File: src/rtl/fpint_move_pkg.sv
package fpint_move_pkg;

    localparam int XLEN   = 64;
    localparam int VLEN   = 2 * XLEN;
    localparam int VBYTES = VLEN / 8;
    localparam int WW     = 7;   // holds a width or offset up to 64

    typedef enum logic [1:0] {
        MV_NONE = 2'd0,
        MV_F2I  = 2'd1,
        MV_I2F  = 2'd2
    } mv_dir_e;

    typedef struct packed {
        logic          legal;
        logic          err_ill;
        logic          err_unimp;
        mv_dir_e       dir;
        logic          part;
        logic [WW-1:0] int_w;
        logic [WW-1:0] flt_w;
    } mv_dec_t;

    function automatic logic [XLEN-1:0] low_mask(input logic [WW-1:0] w);
        logic [XLEN-1:0] m;
        for (int i = 0; i < XLEN; i++) m[i] = (i < int'(w));
        return m;
    endfunction

endpackage

File: src/rtl/fpint_move_decode.sv
module fpint_move_decode
    import fpint_move_pkg::*;
(
    input  logic       sf_i,
    input  logic       s_i,
    input  logic [1:0] ftype_i,
    input  logic [1:0] rmode_i,
    input  logic [2:0] opcode_i,
    output mv_dec_t    dec_o
);

    logic [3:0] sel;
    logic       claimed;

    always_comb begin
        sel     = {opcode_i[2:1], rmode_i};
        claimed = !s_i && !rmode_i[1] && (opcode_i[2:1] == 2'b11);

        dec_o           = '0;
        dec_o.int_w     = sf_i ? WW'(64) : WW'(32);
        if (ftype_i == 2'b10) dec_o.flt_w = WW'(64);
        else                  dec_o.flt_w = WW'(8 << (ftype_i ^ 2'b10));
        dec_o.part      = rmode_i[0];

        if (ftype_i == 2'b10 && sel != 4'b1101) begin
            dec_o.err_ill = 1'b1;
        end else if (!claimed) begin
            dec_o.err_unimp = 1'b1;
        end else if (!rmode_i[0]) begin
            dec_o.err_ill = !(dec_o.flt_w == WW'(16) || dec_o.flt_w == dec_o.int_w);
        end else begin
            dec_o.err_ill = !(dec_o.int_w == WW'(64) && ftype_i == 2'b10);
        end

        dec_o.legal = !dec_o.err_ill && !dec_o.err_unimp;
        if (dec_o.legal) dec_o.dir = opcode_i[0] ? MV_I2F : MV_F2I;
        else             dec_o.dir = MV_NONE;
    end

endmodule

File: src/rtl/fpint_move_path.sv
module fpint_move_path
    import fpint_move_pkg::*;
(
    input  mv_dec_t           dec_i,
    input  logic [XLEN-1:0]   gpr_rdata_i,
    input  logic [VLEN-1:0]   vreg_rdata_i,
    output logic [XLEN-1:0]   gpr_wdata_o,
    output logic [VLEN-1:0]   vreg_wdata_o,
    output logic [VBYTES-1:0] vreg_wbe_o
);

    logic [WW-1:0]   off;
    logic [VLEN-1:0] shifted;
    logic [XLEN-1:0] int_field;

    always_comb begin
        off       = dec_i.part ? WW'(XLEN) : WW'(0);
        shifted   = vreg_rdata_i >> off;
        gpr_wdata_o = shifted[XLEN-1:0] & low_mask(dec_i.flt_w);

        int_field    = gpr_rdata_i & low_mask(dec_i.int_w) & low_mask(dec_i.flt_w);
        vreg_wdata_o = {{XLEN{1'b0}}, int_field} << off;
    end

    for (genvar b = 0; b < VBYTES; b++) begin : g_be
        assign vreg_wbe_o[b] = (b * 8 >= int'(off)) && (b * 8 < int'(off) + int'(dec_i.flt_w));
    end

endmodule

File: src/rtl/fpint_move_unit.sv
module fpint_move_unit
    import fpint_move_pkg::*;
#(
    parameter int            GPR_AW   = 5,
    parameter int            VREG_AW  = 5,
    parameter int            PC_W     = 64,
    parameter int            PC_STEP  = 4,
    parameter logic [63:0]   PC_RESET = 64'h0
) (
    input  logic               clk_i,
    input  logic               rst_ni,
    input  logic               valid_i,
    input  logic               sf_i,
    input  logic               s_i,
    input  logic [1:0]         ftype_i,
    input  logic [1:0]         rmode_i,
    input  logic [2:0]         opcode_i,
    input  logic [GPR_AW-1:0]  rn_i,
    input  logic [GPR_AW-1:0]  rd_i,
    output logic [GPR_AW-1:0]  gpr_raddr_o,
    input  logic [63:0]        gpr_rdata_i,
    output logic [VREG_AW-1:0] vreg_raddr_o,
    output logic               vreg_rpart_o,
    input  logic [127:0]       vreg_rdata_i,
    output logic               gpr_we_o,
    output logic [GPR_AW-1:0]  gpr_waddr_o,
    output logic [63:0]        gpr_wdata_o,
    output logic               vreg_we_o,
    output logic [VREG_AW-1:0] vreg_waddr_o,
    output logic               vreg_wpart_o,
    output logic [15:0]        vreg_wbe_o,
    output logic [127:0]       vreg_wdata_o,
    output logic               done_o,
    output logic               err_illegal_o,
    output logic               err_unimpl_o,
    output logic [PC_W-1:0]    pc_o
);

    typedef struct packed {
        logic                done;
        logic                err_ill;
        logic                err_unimp;
        logic                gpr_we;
        logic [GPR_AW-1:0]   gpr_waddr;
        logic [XLEN-1:0]     gpr_wdata;
        logic                vreg_we;
        logic [VREG_AW-1:0]  vreg_waddr;
        logic                vreg_wpart;
        logic [VBYTES-1:0]   vreg_wbe;
        logic [VLEN-1:0]     vreg_wdata;
        logic [PC_W-1:0]     pc;
    } unit_state_t;

    mv_dec_t           dec;
    logic [XLEN-1:0]   f2i_data;
    logic [VLEN-1:0]   i2f_data;
    logic [VBYTES-1:0] i2f_be;
    unit_state_t       st_d, st_q;

    fpint_move_decode decode_i (
        .sf_i     (sf_i),
        .s_i      (s_i),
        .ftype_i  (ftype_i),
        .rmode_i  (rmode_i),
        .opcode_i (opcode_i),
        .dec_o    (dec)
    );

    fpint_move_path path_i (
        .dec_i        (dec),
        .gpr_rdata_i  (gpr_rdata_i),
        .vreg_rdata_i (vreg_rdata_i),
        .gpr_wdata_o  (f2i_data),
        .vreg_wdata_o (i2f_data),
        .vreg_wbe_o   (i2f_be)
    );

    assign gpr_raddr_o  = rn_i;
    assign vreg_raddr_o = VREG_AW'(rn_i);
    assign vreg_rpart_o = dec.part;

    always_comb begin
        st_d    = '0;
        st_d.pc = st_q.pc;
        if (valid_i) begin
            st_d.done      = 1'b1;
            st_d.err_ill   = dec.err_ill;
            st_d.err_unimp = dec.err_unimp;
            if (dec.legal) begin
                st_d.pc = st_q.pc + PC_W'(PC_STEP);
                if (dec.dir == MV_F2I) begin
                    st_d.gpr_we    = 1'b1;
                    st_d.gpr_waddr = rd_i;
                    st_d.gpr_wdata = f2i_data;
                end else begin
                    st_d.vreg_we    = 1'b1;
                    st_d.vreg_waddr = VREG_AW'(rd_i);
                    st_d.vreg_wpart = dec.part;
                    st_d.vreg_wbe   = i2f_be;
                    st_d.vreg_wdata = i2f_data;
                end
            end
        end
    end

    always_ff @(posedge clk_i) begin
        if (!rst_ni) begin
            st_q    <= '0;
            st_q.pc <= PC_RESET[PC_W-1:0];
        end else begin
            st_q <= st_d;
        end
    end

    assign gpr_we_o      = st_q.gpr_we;
    assign gpr_waddr_o   = st_q.gpr_waddr;
    assign gpr_wdata_o   = st_q.gpr_wdata;
    assign vreg_we_o     = st_q.vreg_we;
    assign vreg_waddr_o  = st_q.vreg_waddr;
    assign vreg_wpart_o  = st_q.vreg_wpart;
    assign vreg_wbe_o    = st_q.vreg_wbe;
    assign vreg_wdata_o  = st_q.vreg_wdata;
    assign done_o        = st_q.done;
    assign err_illegal_o = st_q.err_ill;
    assign err_unimpl_o  = st_q.err_unimp;
    assign pc_o          = st_q.pc;

endmodule

File: config.mk
export PLATFORM = sky130hd
export DESIGN_NAME = fpint_move_unit
export DESIGN_NICKNAME = d
export VERILOG_FILES = /design/src/rtl/fpint_move_pkg.sv /design/src/rtl/fpint_move_decode.sv /design/src/rtl/fpint_move_path.sv /design/src/rtl/fpint_move_unit.sv
export SDC_FILE = /design/constraint.sdc
export NUM_CORES = 1
export LEC_CHECK = 0
export ABC_CLOCK_PERIOD_IN_PS = 3100
export BUFFER_PORTS_ARGS = -buffer_cell sky130_fd_sc_hd__buf_2
export CELL_PAD_IN_SITES_DETAIL_PLACEMENT = 0
export CELL_PAD_IN_SITES_GLOBAL_PLACEMENT = 1
export CORE_AREA = 5 5 194 196
export DETAILED_ROUTE_END_ITERATION = 7
export DIE_AREA = 0 0 199 201
export HOLD_SLACK_MARGIN = 0.12
export PLACE_DENSITY = 0.75
export SLEW_MARGIN = 20
export SYNTH_ARGS = -nofsm -noshare
export SYNTH_HDL_FRONTEND = slang
export SYNTH_SLANG_ARGS = --single-unit
File: constraint.sdc
create_clock -name clk_i -period 3.1 [get_ports clk_i]
set_input_delay 0.62 -clock clk_i [delete_from_list [all_inputs] [get_ports clk_i]]
set_output_delay 0.62 -clock clk_i [all_outputs]
set_load 0.01 [all_outputs]
# Yosys cells after proc, flatten, opt, wreduce, memory -nomap -nowiden
# Index checks and enable logic that the tools add are counted.
[classes]
addsub = 2
magnitude_cmp = 160
eq_ne = 7
n_shift = 3
n_mux = 14
bitwise = 7
reduce_logical = 33
[ops]
columns = ["operator", "n"]
rows = [
  ["$lt 6x7->1 const A", 64],
  ["$mux 288", 1],
  ["$mux 285", 1],
  ["$lt 8x32->1 const A", 8],
  ["$lt 5x7->1 const A", 32],
  ["$and 64x64->64", 3],
  ["$mux 151", 1],
  ["$lt 7x32->1 const A", 4],
  ["$shl 64x7->128", 1],
  ["$shr 128x7->64", 1],
  ["$lt 4x7->1 const A", 16],
  ["$mux 70", 1],
  ["$add 64x3->64 const B", 1],
  ["$lt 6x32->1 const A", 2],
  ["$ge 7x7->1 const A", 8],
  ["$lt 3x7->1 const A", 8],
  ["$lt 1x32->1 const A", 1],
  ["$lt 5x32->1 const A", 1],
  ["$ge 6x7->1 const A", 4],
  ["$lt 1x7->1 const A", 4],
  ["$lt 2x7->1 const A", 4],
  ["$logic_and 1x1->1", 21],
  ["$mux 7", 3],
  ["$ge 5x7->1 const A", 2],
  ["19 further kinds", 34],
]
[totals]
ff_bits = 288
in_bits = 214
output_inout_bits = 299
word_cells = 238

# Depth between registers and ports, before layout
# Gate-level depths: netlist (run 1).
[logic_depth]
word_depth = 16
mapped_depth = 10

# By module
# Synthesis (run 1) repeated with hierarchy kept, for this count alone.
[unflattened]
cells_unflattened = 1435
hier_area_um2 = 12662.1
[by_module_without_submodules]
columns = ["module", "n_inst", "cells_each", "area_each_um2", "seq_area_each_um2"]
rows = [
  ["fpint_move_unit", 1, 841, 9028.7, 5725.5],
  ["fpint_move_path", 1, 558, 3374.5, 0.0],
  ["fpint_move_decode", 1, 36, 259.0, 0.0],
]

# Worst setup path after synthesis (run 1)
# No wires, ideal clock.
[synth_path]
path_kind = "input port to flip-flop"
start = "input port ftype_i[0]"
end = "register st_q, in the netlist pc_o[61]"
t_arrival_ns = 2.565
t_required_ns = 3.030
slack_ns = 0.464
path_stages = 9
n_path_buf = 2
cell_sequence = "inv_1 ha_1 nor4b_2 or3_1 buf_6 nand3_4 buf_6 or4_1 a21oi_1"
[synth_via]
elab_chain_cells = 11
word_cells_on_any_way = 18
classes_between = "eq/ne (3); shift (1); mux (5); reduce/logical (9)"
[synth_rtl]
columns = ["element", "line", "rtl"]
rows = [
  ["start, declared", "fpint_move_unit.sv:15", "input logic [1:0] ftype_i,"],
  ["$shl 4x2->7 / $eq 2x2->1 (equally long branches)", "n/a", ""],
  ["$mux 7", "fpint_move_decode.sv:21", "if (ftype_i == 2'b10) dec_o.flt_w = WW'(64);"],
  ["$eq 7x5->1 / $eq 7x7->1 (equally long branches)", "fpint_move_decode.sv:30", "dec_o.err_ill = !(dec_o.flt_w == WW'(16) || dec_o.flt_w == dec_o.int_w);"],
  ["$logic_or 1x1->1", "fpint_move_decode.sv:30", ""],
  ["$logic_not 1->1", "fpint_move_decode.sv:30", ""],
  ["$mux 1", "fpint_move_decode.sv:29", "end else if (!rmode_i[0]) begin"],
  ["$mux 1", "fpint_move_decode.sv:27", "end else if (!claimed) begin"],
  ["$mux 1", "fpint_move_decode.sv:25", "if (ftype_i == 2'b10 && sel != 4'b1101) begin"],
  ["$logic_not 1->1", "fpint_move_decode.sv:35", "dec_o.legal = !dec_o.err_ill && !dec_o.err_unimp;"],
  ["$logic_and 1x1->1 *", "fpint_move_decode.sv:35", ""],
  ["$reduce_and 2->1 (no line) *", "n/a", ""],
  ["end signal, assigned", "fpint_move_unit.sv:111", "st_q <= st_d;"],
  ["end, declared", "fpint_move_unit.sv:58", "unit_state_t st_d, st_q;"],
]
# Mark *: on every way between the ends. The rest lies on a longest branch, timed or not.
# A chain may end at the register's enable or synchronous reset.

# Worst setup path in the final report (run 1)
[layout_path]
start = "input port ftype_i[0]"
end = "register st_q, in the netlist pc_o[46]"
# The elaborated chain is that of the path after synthesis.

==> summary by stage, run 1 <==
Status
The flow ran to the end, and the final reports show no timing, DRC or antenna violations.

Cells and area
The count of nets after finishing is 1,753. The area added between synthesis and finish is 39.4%. The proportion of layout cells with a drive suffix above 1 is 37.8%. The final instance area is 14,000 sq um.

Fill cells in the final layout number 3,701. The utilization of the core after routing is 38.9%.

Floorplanning
The overall die width is 199 um. The die is 201 um tall. The die covers 40,000 sq um. The number of standard-cell rows in the floorplan is 70.

The core area is 35,900 sq um. The I/O pin total is 513. For this configuration, the core starts out at a cell density of 27.9%.

Critical path
The category of the worst setup path launch point is an input pin. The highest net fanout along the worst path is 34. For this design, the slowest cell found on the critical path is or4_1. Among cell families on the critical path, the largest total delay comes from simple AND/OR/NAND/NOR gates. The data arrival time of the worst path is 2.97 ns. Traced cell by cell, the critical path runs through buf_2, inv_1, ha_1, nor4b_2, or3_1, nand3_4, or4_1, a21oi_1.

For the worst setup path, the data required time is 3.60 ns. The worst setup path is of the in2reg kind. Together, buffers and inverters on the worst path number 2. The longest individual stage delay on the worst path is 0.61 ns.

The kind of capture point of the worst setup path is a flip-flop.

Pwr
The power per cell area is 555 nW/um^2. The peak supply drop is 0.400 mV. In this run the static leakage power is 6.66 nW.

Timing
For this run, the top clock speed supported by timing is 0.404 GHz. The post-route clock skew is 0.0299 ns. In the finished design, the share of the clock period the worst path needs comes to 79.8%. The worst path in the final design needs a cycle of 2.47 ns, including I/O delays and setup.

The setup slack of the critical path after layout is 0.625 ns. Setup repair after global routing left no endpoint under its margin. The headroom to the max-slew limit is 54.9%.

On the final layout, the worst hold slack is 0.290 ns. The max-slew violation count is 0. The post-route setup TNS is 0 ns. The transition at the pin with the smallest max-transition slack is 0.674 ns.

The number of failing setup endpoints in the final timing report is 0. The final-report hold violation count is 0.

CTS
CTS placed an instance of clkbuf_16 at the clock tree root. The number of buffers inserted during clock tree synthesis is 31. The clock tree from TritonCTS is built. The maximum number of buffers from clock root to sink is 3. The CTS clock-pin slew for the worst setup and hold paths is 0.06 ns. The clock sink count is 280. Buffers added to address setup during post-CTS repair amount to 0. The post-CTS resize count is 0. The count of H-tree levels built during CTS is 1. Buffers inserted to repair hold after CTS numbered 0. The latest clock arrival within the worst-skew pair is 0.57 ns.

Detailed routing
The highest routed metal layer is met5. The average vias per placed instance is 4.56. The remaining routing DRC violations is 0. The routed layout has 9,212 vias. After detailed routing, the met2 layer carries 17.5 mm of wire.

After detailed routing, the wire length on met1 is 15.7 mm. The remaining number of nets flagged by the antenna check after routing is 0. The first detailed-routing pass ran for 4 iterations. The wire length on met3 is 2.65 mm. The routed length per placed instance is 18.2 um. Wires add up to 36.8 mm.

The DRC marker count from the first detailed-route iteration is 455.

Synthesis
Synthesis inferred 280 register bits. The post-synthesis compound-gate area fraction is 6.44%. The yosys synthesis warning count is 0.

The most instantiated flip-flop cell in the synthesis netlist is dfxtp_1. The synthesized design contains 0 enable-type register cells. The multiplexer share of the synthesized area is 6.40%. Sorting the synthesized cells by how often they occur yields 280 x dfxtp_1, 224 x nor2_1, 85 x nand2_1, 64 x mux2i_1, 46 x a21oi_1.

A synthesized cell averages 9.52 sq um. The main combinational cell family by area after synthesis is simple AND/OR/NAND/NOR gates. In this run the cell area of the synthesized design comes to 10,000 sq um. The share of the Yosys chip area taken by registers is 56.0%. The synthesized instance count is 1,051. The number of distinct library cell variants in the gate-level netlist after synthesis is 51. The synthesized netlist devotes 1.58% of its cell area to XOR and XNOR gates. Of the total synthesized cell area, the portion taken by AND, OR, NAND and NOR gates is 23.8%. By instance count, the leading cell after synthesis is dfxtp_1.

The share of Yosys cell area claimed by the top area cell type is 56.0%. The adder-cell share of the synthesized area is 1.13%. The biggest area contributor in the post-synthesis netlist is dfxtp_1. In the post-synthesis netlist, the biggest area contributors are dfxtp_1 56%, nor2_1 8.4%, mux2i_1 6.4%. Of all flip-flops after synthesis, the portion carrying an async set or reset was 0%.

Global routing
In the global route stage, overall resource usage came out at 17.1%. The number of antenna violations at the first check in global routing was 3. The pin count of the biggest net entering global routing is 69. The first global-routing pass estimated 53.6 mm of wire.

The via count of the first global-routing pass was 8,966. The total overflow left after global routing is 0.

Job
The count of max-cap constraint violations is 0.

Placement
The count of buffers added on input and output ports is 495. Routability-driven placement finished with a final weighted congestion of 0.896. The area of placed instances is 12,900 sq um. The setup slack at placement is 0.104 ns. The post-DP HPWL is 28.9 mm.

Worst hold path
The class of the worst hold path is in2reg.
## layer usage
layer,track usage [%],vias to the layer above
li1,-,4509
met4,4.71,2
met3,3.44,52
met2,28.8,333
met5,0,-
met1,22.2,4316
## logic make-up after synthesis
logic type,Yosys count
adders and majority gates,9
AOI/OAI and AO/OA,105
buffers and inverters,88
DFF,280
and+or+nand+nor,486
muxes,64
xor gates and xnor gates,18
other,1
## worst paths after layout
kind / cells past startpoint / startpoint / to / slack (ns)
setup / recovery: 8 / ftype_i[0] / pc_o[46]$_SDFFE_PN0P_ / 0.63
hold / removal: 2 / rd_i[2] / gpr_waddr_o[2]$_SDFF_PN0_ / 0.29
setup reg to reg: 5 / pc_o[40]$_SDFFE_PN0P_ / pc_o[59]$_SDFFE_PN0P_ / 0.66
hold reg to reg: 2 / pc_o[45]$_SDFFE_PN0P_ / pc_o[45]$_SDFFE_PN0P_ / 0.51
## through the flow
step | power (W) | cells
3_3_place_gp | 0.00408 | 1965
4_1_cts | 0.00785 | 2019
3_5_place_dp | 0.00408 | 1965
6_report | 0.00774 | 2020
5_1_grt | 0.00803 | 2020
2_1_floorplan | 0.00388 | 1052
## layout make-up
type / instances / area, sq um / area share (%)
tap: 468 / 586 / 4.20
clock inverter: 13 / 179 / 1.28
inverter: 14 / 52.6 / 0.377
antenna: 1 / 2.50 / 0.0179
timing repair buffer: 519 / 2710 / 19.4
multi-input combinational: 684 / 3950 / 28.3
sequential: 280 / 5610 / 40.2
clock buffer: 41 / 863 / 6.19
## layout by cell type (no fill, tap or decap), types with 9 or more instances in the layout
master | synthesis | final
ha_1 | 9 | 9
xnor2_1 | 10 | 10
o31ai_1 | 20 | 20
nand2b_1 | 20 | 20
clkbuf_16 | 0 | 31
dfxtp_1 | 280 | 280
nand2_1 | 85 | 83
a21oi_1 | 46 | 46
and2_1 | 15 | 15
mux2i_1 | 64 | 64
buf_2 | 24 | 494
buf_4 | 22 | 21
or4_1 | 20 | 20
inv_1 | 13 | 13
nor2_1 | 224 | 224
nand3_1 | 25 | 25
nor4_1 | 12 | 12
or3_1 | 24 | 24
nand4_1 | 23 | 23
o21ai_0 | 22 | 22
## sequential cells by signal, summed over array words and instances, names as in the netlist
register,cells
vreg_wdata_o,128
gpr_wdata_o,64
pc_o,62
vreg_wbe_o,10
gpr_waddr_o,5
vreg_waddr_o,5
done_o,1
err_illegal_o,1
err_unimpl_o,1
gpr_we_o,1
vreg_we_o,1
vreg_wpart_o,1
## where the power goes
part           leakage [nW]  switching (W)  internal (W)
Sequential             2.25     0.00000156       0.00360
Clock                 0.506        0.00146       0.00228
Combinational          3.90       0.000214      0.000179
Note: power is estimated with default switching activity, not from simulation.
==> inputs of run 2 (changes only) <==
--- a/config.mk
+++ b/config.mk
@@ -5,15 +5,16 @@
 export SDC_FILE = /design/constraint.sdc
 export NUM_CORES = 1
 export LEC_CHECK = 0
-export ABC_CLOCK_PERIOD_IN_PS = 3100
+export ABC_AREA = 1
+export ABC_CLOCK_PERIOD_IN_PS = 2100
 export BUFFER_PORTS_ARGS = -buffer_cell sky130_fd_sc_hd__buf_2
 export CELL_PAD_IN_SITES_DETAIL_PLACEMENT = 0
 export CELL_PAD_IN_SITES_GLOBAL_PLACEMENT = 1
-export CORE_AREA = 5 5 194 196
+export CORE_AREA = 5 5 210 192
 export DETAILED_ROUTE_END_ITERATION = 7
-export DIE_AREA = 0 0 199 201
+export DIE_AREA = 0 0 215 197
 export HOLD_SLACK_MARGIN = 0.12
-export PLACE_DENSITY = 0.75
+export PLACE_DENSITY = 0.8
 export SLEW_MARGIN = 20
 export SYNTH_ARGS = -nofsm -noshare
 export SYNTH_HDL_FRONTEND = slang
==> constraint.sdc (replaced) <==
create_clock -name clk_i -period 2.1 [get_ports clk_i]
set_input_delay 0.42 -clock clk_i [delete_from_list [all_inputs] [get_ports clk_i]]
set_output_delay 0.42 -clock clk_i [all_outputs]
set_load 0.01 [all_outputs]
==> run 2 against run 1 <==
Compared with the run above: final area grew 15%; wire length up 22%; largest cell class unchanged; combinational power grew 100%; core utilization is 3.6 points higher; via count rose by 24%; non-clock buffer count increased by 85; clock power rose by 53%.
==> summary by stage, run 2 <==
Synthesis
Among all flip-flop cells after synthesis, the most frequent one is dfxtp_1. The average instance area after synthesis is 8.08 sq um. The synthesized design devotes to its leading area cell type 49.9% of total area. In this run, synthesis produced a sequential element count of 280. After synthesis, the share of flip-flops with an asynchronous set or reset is 0%. After synthesis, the netlist uses 36 different library cells. After technology mapping, the gate count stands at 1,390.

The cell area after synthesis is 11,200 sq um. In the post-synthesis netlist, the biggest area contributors are dfxtp_1 50%, nand2_1 10%, nor3_1 7.8%. The proportion of synthesized chip area in sequential cells is 49.9%. Of all cell types, the one taking the most synthesized area is dfxtp_1. During synthesis, Yosys emitted a total of 0 warnings. Counting flops with a built-in enable in the synthesized netlist gives 0.

The most used standard cell by instance count after synthesis is nand2_1. In the synthesized netlist, the cells that appear most often are 307 x nand2_1, 280 x dfxtp_1, 187 x nor2_1, 176 x nor3_1, 68 x inv_1.

Global routing
The number of antenna violations at the first check in global routing came to 3. The total congestion overflow after global routing is 0. The overall fraction of global-route tracks in use is 19.9%. The via count of the first global-routing pass is 11,300. The pin count of the biggest net entering global routing is 69. The global-route wire length before repair is 66.8 mm.

Critical path
The highest net fanout along the worst path is 4. The data required time at the worst endpoint is 2.57 ns. The slowest stage of the critical path belongs to the cell dfxtp_1. The number of buffer and inverter stages on the critical path is 1.

The worst setup path is launched from a flip-flop. STA puts the critical path data arrival time at 2.38 ns. The critical path's top delay family is simple AND/OR/NAND/NOR gates. The most used cell along the critical path is nor2_1. The start-to-end type of the worst setup path is reg2reg. The kind of capture point of the worst setup path is a flip-flop. On the worst path, the slowest cell contributes a delay of 0.34 ns. The signal on the critical path passes through ha_1, inv_1, nor2_2, nand3_1, nor2_1, nand4_1, nor2_1, nand3_1, nand2_1, nor2_1.

CTS
After clock tree synthesis, the clock-pin slew on the worst setup and hold paths is 0.06 ns. Counting along the longest clock path gives a buffer depth of 3. Clock latency on the worst-skew pair, taken at its later pin, is 0.57 ns.

TritonCTS built the clock tree. Buffers added to address setup during post-CTS repair amount to 0. The clock sink count is 280. The root buffer cell is clkbuf_16.

The number of clock buffers added by TritonCTS is 30. The count of H-tree levels built during CTS is 1.

Detailed routing
In the routed layout, each cell is associated on average with a via count of 4.66. In this run the remaining antenna-violating nets after routing total 0. The first detailed-routing pass took 5 iterations. The final wirelength is 44.7 mm. The remaining routing DRC violations is 0. The final route contains 11,400 vias.

The DRC marker count from the first detailed-route iteration is 923. The routed length per placed instance is 18.2 um.

Cells and area
The footprint of the multi-input gates is 4910 sq um. The library cells used most frequently in the layout, excluding fill and tap cells, are 494 x buf_2, 306 x nand2_1, 279 x dfxtp_1. The utilization of the core after routing is 42.5%. The final layout contains 2,158 nets. The final instance area is 16,100 sq um. The library cell used most frequently in the layout, excluding fill and tap cells, is buf_2. The count of fill cells added during filler insertion is 3,807. The register with the most flip-flops in the layout has 128 of them. The sequential cells in the finished layout cover a total of 5610 sq um.

The proportion of layout cells with a drive suffix above 1 is 34.8%. The area added between synthesis and finish is 43.2%.

Timing
At the pin with the least slew margin, the transition time is 0.538 ns. The number of failing setup endpoints in the final timing report is 0. The peak clock frequency supported by timing is 0.521 GHz. The final-report hold violation count is 0. Setup repair after global routing left no endpoint under its margin. The post-route setup TNS is 0 ns. Measured against its own limit, the worst slew margin works out to 64.1%. The max-slew violation count is 0.

The setup slack of the critical path after layout is 0.181 ns. After layout, the worst path uses 91.4% of the clock period. Counting I/O delays and the setup requirement, the final critical path takes 1.92 ns. Between clock sinks in the finished design, the worst skew comes to 0.0131 ns.

Pwr
For this design the ratio of total power to cell area is 736 nW/um^2. The peak supply drop is 0.645 mV. The leakage power is 7.48 nW.

Placement
Before CTS, the worst setup slack after placement is -0.182 ns. The placed instances occupy a cell area of 14,600 sq um. The wire-length estimate of the detail-placed layout is 35.3 mm. During placement, the flow inserted port buffers numbering 495. The weighted congestion reported at the end of routability-driven placement is 0.937.

Worst hold path
The class of the worst hold path is in2reg.

Job
Max-cap violations in this run came to 0.

Floorplanning
The number of standard-cell rows in the floorplan is 68. The height of the die is 197 um. The die covers 42,400 sq um.

The core area is 37,900 sq um. The floorplan step set the die width to 215 um. The initial cell density of the core is 29.7%. For this design the top-level I/O count stands at 513.

Status
The flow ran to the end, and the final reports show no timing, DRC or antenna violations.
[run 2: cell types whose count changed after synthesis, sizes merged, moves of 24 or more]
| cell | before | now |
|---|---|---|
| inv | 14 | 73 |
| or3 | 24 | 0 |
| nor3 | 9 | 217 |
| nand2 | 85 | 309 |
| nor2 | 224 | 190 |
[run 2: routing by layer]
layer / part of all wire [%] / vias to the layer above / wire [um] / GRT usage [%]
li1: - / 5588 / - / -
met1: 41 / 5296 / 18500 / 24.8
met2: 48 / 448 / 21500 / 34.4
met3: 7.4 / 79 / 3310 / 4.67
met4: 3.3 / 0 / 1470 / 6.14
met5: 0 / - / 0 / 0
[run 2: path summary, 6_finish.rpt]
kind	startpoint	to	slack, ns	cells past startpoint
max	pc_o[2]$_SDFFE_PN0P_	pc_o[52]$_SDFFE_PN0P_	0.18	10
min	gpr_rdata_i[43]	vreg_wdata_o[43]$_SDFF_PP0_	0.15	3
max reg2reg	pc_o[2]$_SDFFE_PN0P_	pc_o[52]$_SDFFE_PN0P_	0.18	10
min reg2reg	pc_o[63]$_SDFFE_PN0P_	pc_o[63]$_SDFFE_PN0P_	0.51	2
[run 2: power breakdown]
group / leakage, nW / total (W) / switching (W) / internal [W]
combinational: 4.68 / 0.000790 / 0.000440 / 0.000350
clock: 0.536 / 0.00573 / 0.00227 / 0.00347
sequential: 2.26 / 0.00532 / 0.00000164 / 0.00532
[run 2: worst register-to-register path, stage by stage, from the launching register on]
cell and delay, ns:
dfxtp_1 0.34, ha_1 0.20, inv_1 0.10, nor2_2 0.20, nand3_1 0.20, nor2_1 0.24, nand4_1 0.17, nor2_1 0.17
nand3_1 0.09, nand2_1 0.06, nor2_1 0.04
[run 2: layout make-up]
type / count / share of cell area [%]
repair buffers: 604 / 22.3
clock inverters: 16 / 1.49
multi-input cells: 945 / 30.5
inverters: 74 / 1.73
diodes: 1 / 0.0156
well taps: 490 / 3.81
flip-flops and latches: 280 / 34.9
clock buffers: 40 / 5.27
[run 2: logic make-up after synthesis]
family / share of synthesized area [%]
fa+ha+maj: 1.00
simple gates: 32.2
buf+inv: 6.78
mux: 5.70
flops: 49.9
compound gates: 2.93
other cells: 0.0334
xor+xnor: 1.48
[run 2: stage by stage]
stage	hold slack [ns]	cells	power, W
2_1_floorplan	0.503	1391	0.00580
4_1_cts	0.121	2449	0.0120
5_1_grt	0.126	2450	0.0123
6_report	0.150	2450	0.0118
3_5_place_dp	0.497	2352	0.00616
3_3_place_gp	0.492	2352	0.00615
[run 2: repair_timing]
item,4_1_cts,5_1_grt
resized for setup,0,9
endpoints found under the hold margin,75,0
hold buffers,41,0
setup endpoints to repair,0,12
